## src/rtl/evc_pkg.sv

```systemverilog
// Shared definitions for the exception vector controller.
// Source index doubles as the vector slot; urgency ranking is a separate table.
package evc_pkg;

    localparam int NSRC  = 8;
    localparam int SRC_W = 3;
    localparam int NEVT  = 5;   // one-shot sources occupy indices 1..5

    typedef enum logic [SRC_W-1:0] {
        SRC_RST  = 3'd0,
        SRC_UND  = 3'd1,
        SRC_SWI  = 3'd2,
        SRC_PABT = 3'd3,
        SRC_DABT = 3'd4,
        SRC_ADDR = 3'd5,
        SRC_IRQ  = 3'd6,
        SRC_FIQ  = 3'd7
    } src_e;

    typedef enum logic [1:0] {
        MODE_USR = 2'd0,
        MODE_FIQ = 2'd1,
        MODE_IRQ = 2'd2,
        MODE_SVC = 2'd3
    } mode_e;

    // Source index held at a given urgency rank (0 = most urgent).
    function automatic int rank_to_src(input int rank);
        case (rank)
            0:       return int'(SRC_RST);
            1:       return int'(SRC_ADDR);
            2:       return int'(SRC_DABT);
            3:       return int'(SRC_FIQ);
            4:       return int'(SRC_IRQ);
            5:       return int'(SRC_PABT);
            6:       return int'(SRC_UND);
            default: return int'(SRC_SWI);
        endcase
    endfunction

    // Mode the core enters for a given source.
    function automatic mode_e src_mode(input logic [SRC_W-1:0] s);
        if (s == SRC_FIQ)      return MODE_FIQ;
        else if (s == SRC_IRQ) return MODE_IRQ;
        else                   return MODE_SVC;
    endfunction

endpackage

```

## src/rtl/evc_pending.sv

```systemverilog
// Pending latch for one-shot exception events.
// Assumes: pulse_i bits are single-cycle events; clr_i is one-hot or zero and
// only names bits currently requesting; flush_i discards all pending state.
module evc_pending #(
    parameter int W = 5
) (
    input  logic         clk,
    input  logic         rst_n,
    input  logic [W-1:0] pulse_i,
    input  logic [W-1:0] clr_i,
    input  logic         flush_i,
    output logic [W-1:0] req_o
);

    logic [W-1:0] pend_q;

    // Hold each event until cleared by acknowledge or discarded by flush.
    always_ff @(posedge clk) begin
        if (!rst_n)       pend_q <= '0;
        else if (flush_i) pend_q <= '0;
        else              pend_q <= (pend_q | pulse_i) & ~clr_i;
    end

    // Requests seen this cycle include a same-cycle pulse.
    always_comb begin
        req_o = flush_i ? '0 : (pend_q | pulse_i);
    end


    evt_held_chk: assert property (@(posedge clk) disable iff (!rst_n)
        !flush_i |=> (((pend_q | $past(clr_i)) & $past(pulse_i)) == $past(pulse_i)));


    flush_empty_chk: assert property (@(posedge clk) disable iff (!rst_n)
        flush_i |=> (pend_q == '0));

endmodule

```

## src/rtl/evc_arbiter.sv

```systemverilog
// Fixed-rank arbiter: grants the most urgent active request.
// Assumes: ranking comes from evc_pkg::rank_to_src and covers every source once.
module evc_arbiter
    import evc_pkg::*;
(
    input  logic [NSRC-1:0]  req_i,
    output logic [NSRC-1:0]  gnt_o,
    output logic [SRC_W-1:0] idx_o,
    output logic             any_o
);

    logic [NSRC:0] blk;

    assign blk[0] = 1'b0;

    // One stage per rank: a request wins unless a more urgent one is active.
    for (genvar r = 0; r < NSRC; r++) begin : g_rank
        localparam int S = rank_to_src(r);
        assign gnt_o[S]  = req_i[S] & ~blk[r];
        assign blk[r+1]  = blk[r] | req_i[S];
    end

    assign any_o = blk[NSRC];

    // Encode the one-hot grant into a source index.
    always_comb begin
        idx_o = '0;
        for (int i = 0; i < NSRC; i++) begin
            if (gnt_o[i]) idx_o = SRC_W'(i);
        end
    end

endmodule

```

## src/rtl/evc_mask.sv

```systemverilog
// Interrupt disable bits for the normal and fast interrupt lines.
// Assumes: at most one take_* is high per cycle; a take outranks a write.
module evc_mask (
    input  logic clk,
    input  logic rst_n,
    input  logic take_rst_i,
    input  logic take_fiq_i,
    input  logic take_irq_i,
    input  logic wr_i,
    input  logic wr_irq_i,
    input  logic wr_fiq_i,
    output logic irq_dis_o,
    output logic fiq_dis_o
);

    // Update disable bits on exception entry or software write.
    always_ff @(posedge clk) begin
        if (!rst_n) begin
            irq_dis_o <= 1'b1;
            fiq_dis_o <= 1'b1;
        end else if (take_rst_i || take_fiq_i) begin
            irq_dis_o <= 1'b1;
            fiq_dis_o <= 1'b1;
        end else if (take_irq_i) begin
            irq_dis_o <= 1'b1;
        end else if (wr_i) begin
            irq_dis_o <= wr_irq_i;
            fiq_dis_o <= wr_fiq_i;
        end
    end


    fiq_masks_both_chk: assert property (@(posedge clk) disable iff (!rst_n)
        take_fiq_i |=> (irq_dis_o && fiq_dis_o));


    irq_keeps_fiq_chk: assert property (@(posedge clk) disable iff (!rst_n)
        take_irq_i |=> (irq_dis_o && (fiq_dis_o == $past(fiq_dis_o))));


    mask_write_chk: assert property (@(posedge clk) disable iff (!rst_n)
        (wr_i && !take_rst_i && !take_fiq_i && !take_irq_i)
            |=> (irq_dis_o == $past(wr_irq_i) && fiq_dis_o == $past(wr_fiq_i)));

endmodule

```

## src/rtl/exc_vector_ctrl.sv

```systemverilog
// Exception vector controller top.
// Collects eight request sources, gates interrupts by their disable bits, and
// at each instruction boundary registers the winner's acknowledge, vector and
// entry mode. Assumes boundary_i is driven by the core once per instruction.
module exc_vector_ctrl
    import evc_pkg::*;
#(
    parameter int ADDR_W    = 26,
    parameter int VEC_SHIFT = 2
) (
    input  logic              clk,
    input  logic              rst_n,
    input  logic              boundary_i,
    input  logic              rst_req_i,
    input  logic              undef_i,
    input  logic              swi_i,
    input  logic              pabt_i,
    input  logic              dabt_i,
    input  logic              addr_exc_i,
    input  logic              irq_i,
    input  logic              fiq_i,
    input  logic              mask_wr_i,
    input  logic              mask_irq_i,
    input  logic              mask_fiq_i,
    output logic              enter_o,
    output logic [NSRC-1:0]   ack_o,
    output logic [ADDR_W-1:0] vec_o,
    output logic [1:0]        mode_o,
    output logic              irq_dis_o,
    output logic              fiq_dis_o
);

    localparam int PAD_W = ADDR_W - SRC_W - VEC_SHIFT;

    logic [NEVT-1:0]  evt_pulse;
    logic [NEVT-1:0]  evt_req;
    logic [NEVT-1:0]  evt_clr;
    logic [NSRC-1:0]  req;
    logic [NSRC-1:0]  gnt;
    logic [SRC_W-1:0] win_idx;
    logic             win_any;
    logic             take;

    assign evt_pulse = {addr_exc_i, dabt_i, pabt_i, swi_i, undef_i};

    evc_pending #(.W(NEVT)) u_pend (
        .clk     (clk),
        .rst_n   (rst_n),
        .pulse_i (evt_pulse),
        .clr_i   (evt_clr),
        .flush_i (rst_req_i),
        .req_o   (evt_req)
    );

    // Assemble the eligible request vector in source-index order.
    always_comb begin
        req            = '0;
        req[SRC_RST]   = rst_req_i;
        req[SRC_ADDR:SRC_UND] = evt_req;
        req[SRC_IRQ]   = irq_i & ~irq_dis_o;
        req[SRC_FIQ]   = fiq_i & ~fiq_dis_o;
    end

    evc_arbiter u_arb (
        .req_i (req),
        .gnt_o (gnt),
        .idx_o (win_idx),
        .any_o (win_any)
    );

    assign take    = boundary_i & win_any;
    assign evt_clr = take ? gnt[SRC_ADDR:SRC_UND] : '0;

    evc_mask u_mask (
        .clk        (clk),
        .rst_n      (rst_n),
        .take_rst_i (take & gnt[SRC_RST]),
        .take_fiq_i (take & gnt[SRC_FIQ]),
        .take_irq_i (take & gnt[SRC_IRQ]),
        .wr_i       (mask_wr_i),
        .wr_irq_i   (mask_irq_i),
        .wr_fiq_i   (mask_fiq_i),
        .irq_dis_o  (irq_dis_o),
        .fiq_dis_o  (fiq_dis_o)
    );

    // Register the entry strobe, acknowledge, vector and mode of the winner.
    always_ff @(posedge clk) begin
        if (!rst_n) begin
            enter_o <= 1'b0;
            ack_o   <= '0;
            vec_o   <= '0;
            mode_o  <= MODE_SVC;
        end else if (take) begin
            enter_o <= 1'b1;
            ack_o   <= gnt;
            vec_o   <= {{PAD_W{1'b0}}, win_idx, {VEC_SHIFT{1'b0}}};
            mode_o  <= src_mode(win_idx);
        end else begin
            enter_o <= 1'b0;
            ack_o   <= '0;
        end
    end


    no_ack_off_boundary_chk: assert property (@(posedge clk) disable iff (!rst_n)
        enter_o |-> $past(boundary_i));


    reset_wins_chk: assert property (@(posedge clk) disable iff (!rst_n)
        (boundary_i && rst_req_i) |=> (ack_o == NSRC'(1)));


    irq_gated_chk: assert property (@(posedge clk) disable iff (!rst_n)
        (boundary_i && irq_dis_o) |=> !ack_o[SRC_IRQ]);


    fiq_gated_chk: assert property (@(posedge clk) disable iff (!rst_n)
        (boundary_i && fiq_dis_o) |=> !ack_o[SRC_FIQ]);


    one_ack_chk: assert property (@(posedge clk) disable iff (!rst_n)
        enter_o |-> $onehot(ack_o));


    strobe_drop_chk: assert property (@(posedge clk) disable iff (!rst_n)
        !boundary_i |=> !enter_o);

endmodule

```

## config.mk

```make
export PLATFORM = sky130hd
export DESIGN_NAME = exc_vector_ctrl
export DESIGN_NICKNAME = d
export VERILOG_FILES = /design/src/rtl/evc_pkg.sv /design/src/rtl/evc_pending.sv /design/src/rtl/evc_arbiter.sv /design/src/rtl/evc_mask.sv /design/src/rtl/exc_vector_ctrl.sv
export SDC_FILE = /design/constraint.sdc
export NUM_CORES = 1
export LEC_CHECK = 0
export BUFFER_PORTS_ARGS = -buffer_cell sky130_fd_sc_hd__buf_2
export CAP_MARGIN = 30
export CORE_ASPECT_RATIO = 1.75
export CORE_MARGIN = 5
export CORE_UTILIZATION = 34
export CTS_CLUSTER_SIZE = 20
export DETAILED_ROUTE_END_ITERATION = 8
export GPL_TIMING_DRIVEN = 0
export PLACE_DENSITY = 0.72
export SYNTH_ARGS = -nofsm -noshare
export SYNTH_HDL_FRONTEND = slang
export SYNTH_SLANG_ARGS = --single-unit
```

## constraint.sdc

```tcl
create_clock -name clk -period 2.2 [get_ports clk]
set_clock_uncertainty 0.05 [all_clocks]
set_input_delay 0 -clock clk [delete_from_list [all_inputs] [get_ports clk]]
set_output_delay 0 -clock clk [all_outputs]
set_load 0.01 [all_outputs]
```

==> summary.md <==
| Metric | Value |
|---|---|
| Seq/Total Area, Yosys | 0.3836 |
| Crit Path Class | flip-flop to flip-flop |
| Routed WL | 2228 um |
| Post-synth EDFFs | 0 |
| Clock Root Buffer | clkbuf_8 |
| Yosys Warn Count | 0 |
| Global route overflow | 0 |
| CP top delay family | simple AND/OR/NAND/NOR gates |
| CTS Sinks | 21 |
| Setup Viol. Count Final | 0 |
| Vias | 904 |
| Design Area, Final | between 1000 and 1500 um2 |
| MaxCap Viol Count | 0 |
| Drt drc | 0 |
| Vias in the first global route | 949 |
| Largest net degree at the start of global routing | 12 |
| Crit path cell chain | nor4_1 > nand4_1 > o21ai_4 > mux2i_1 |
| Crit path max-delay cell type | nor4_1 |
| Syn Area/Cell | 9.368 um2 |
| Max Clk Rate | around 600 MHz |
| Via density | 4.147 |
| Top FF cell, synth | dfxtp_1 |
| Initial Util | 0.3489 |
| Port bufs | 28 |
| Antenna violations before repair | 0 |
| DP Wirelength | 1894 um |
| Final setup TNS | 0 ns |
| Clock Tree Buf Depth | 2 |
| LEAKAGE | 0.0007136 uW |
| Met3 WL | 143 um |
| Worst path bufs/invs | 0 |
| DRT Pass-1 Iters | 4 |
| Final hold violation count | 0 |
| Maximum VDD drop | 299.4 uV |
| Period minus WS final | approximately 1.7 ns |
| Metal2 WL | about 1200 um |
| Max stage delay on crit path | 0.40 ns |
| DR iter-0 viols | 12 |
| Placement Rows | 27 |
| Hold Crit Class | input port to flip-flop |
| Worst path setup slack after routing | between 0.4 and 0.5 ns |
| Status | finished, final reports clean |
| GRT Util Overall | 0.1061 |
| WHS | 0.01557 ns |
| Synth Register Bits | 21 |
| Pwr Density | 545.2 nW/um2 |
| DIE WIDTH | around 53 um |
| Post-CTS Setup Bufs | 0 |
| Clk pin slew, worst setup/hold paths | 0.07 ns |
| Routability cong. | 0.7483 |
| RSZ-0062 raised after global routing | no |
| Detail Route Antenna Nets | 0 |
| Layout cells sized above 1 | 0.4000 |
| Crit path capture type | flip-flop |
| Global-route wire length before repair | 3670 um |
| Post-synthesis cell count | about 120 |
| Layout area overhead | 32.99% |
| Post-synth cell types | 36 |
| WL per Instance | 10.22 um |
| Final slew viol count | 0 |
| CP max FO | 9 |
| Placed cell areas | 1373 um2 |
| Tcrit/Tclk final | 0.7752 |
| WP data arrival | 1.84 ns |
| M1 WL | 869 um |
| Startpoint Class | flip-flop |
| Max Used Layer | met4 |
| Num CTS Buffers | 3 |
| Worst-Skew Late Latency | 0.25 ns |
| Ant. Diodes | 0 |
| NumNets Final | 190 |
| Final core utilization | 0.4640 |
| Die Y | 85.11 um |
| Worst Path Required | 2.33 ns |
| Place WS | 0.4946 ns |
| H-tree levels | 1 |
| Die area | 4504 um2 |
| FFs w/ async S/R, synth | 0 |
| # IOs | 53 |
| Synth Cell Area | 1096 um2 |
| FF-to-FF setup slack | about 0.5 ns |
| CTS tree | done |
| Core Area | 3142 um2 |
## synth_stat cells (2+ instances only)
master	n	share of area
a211oi_1	3	0.021
and3_2	3	0.021
buf_4	24	0.16
buf_6	2	0.021
dfxtp_1	21	0.38
inv_1	3	0.010
mux2i_1	5	0.046
nand2_1	6	0.021
nand2b_1	3	0.017
nor2_1	12	0.041
nor3_1	7	0.032
nor4_1	2	0.011
nor4_2	3	0.034
## registers in the layout (all words and copies together) (netlist names)
register          flops
vec_o                 3
ack_o                 8
mode_o                2
u_pend.pend_q         5
u_mask.fiq_dis_o      1
u_mask.irq_dis_o      1
enter_o               1
## metrics by stage
stage / std cells / total power (uW)
after detailed placement: 210 / 550.3
final: 218 / 794.7
after floorplan: 139 / 515.3
after CTS: 218 / 796.7
after global placement: 210 / 548.8
after global routing: 218 / 832.8
## layer usage
| layer | up-vias | track usage |
|---|---|---|
| met3 | 2 | 0.01757 |
| li1 | 474 | - |
| met1 | 387 | 0.1190 |
| met2 | 41 | 0.1867 |
| met4 | 0 | 0.04884 |
| met5 | - | 0 |
## power breakdown
group          internal, uW  switching, uW  leakage, uW
Combinational          72.6           80.1     0.000520
Clock                   129            116    0.0000228
Sequential              391           5.77     0.000171
Total                   592            202     0.000714
## worst reg2reg max path: stages, from the launching register on
cell	delay, ns
dfxtp_1	0.33
nor4_1	0.40
nand4_1	0.27
o21ai_4	0.37
mux2i_1	0.22
## repair_timing
item | CTS | global route
hold endpoints to repair | 5 | 0
hold buffers | 4 | 0
setup endpoints to repair | 0 | 0
resized for setup | 0 | 0
## cell usage in the layout, fill, tap and decap left out, drive strengths merged, types with 2 or more instances in the layout
master       netlist  final
and3               4      4
nor3               7      7
buf               26     54
clkbuf             0      4
nand2b             3      3
dlygate4sd3        0      4
o311ai             2      2
nor4               5      5
o21ai              2      2
conb               1     23
mux2i              5      5
nand2              7      7
and2b              2      2
a211oi             3      3
inv                3      3
dfxtp             21     21
nor2              13     13
## worst paths after layout
check | start | end | depth (start not counted)
worst min-delay path | rst_n | u_mask.irq_dis_o | 4
worst max register to register | u_pend.pend_q[3] | vec_o[2] | 4
worst min register to register | mode_o[0] | mode_o[0] | 2
worst max-delay path | u_pend.pend_q[3] | vec_o[2] | 4
## cell families after synthesis
logic type	count (synthesis)	share of synthesized area
AO/OA/AOI/OAI	14	0.1176
buffers and inverters	29	0.1952
flip-flops	21	0.3836
multiplexers	5	0.04566
other	1	0.003421
AND/OR/NAND/NOR	47	0.2546
## area by class of cell
type,instances,area [um2]
multi-input combinational,89,544.3
timing repair buffer,32,180.2
clock buffer,4,45.04
sequential,21,420.4
tap,43,53.80
inverter,3,11.26
buffer,26,202.7
fill,320,1684
No activity file was read; power rests on OpenSTA's default activity.
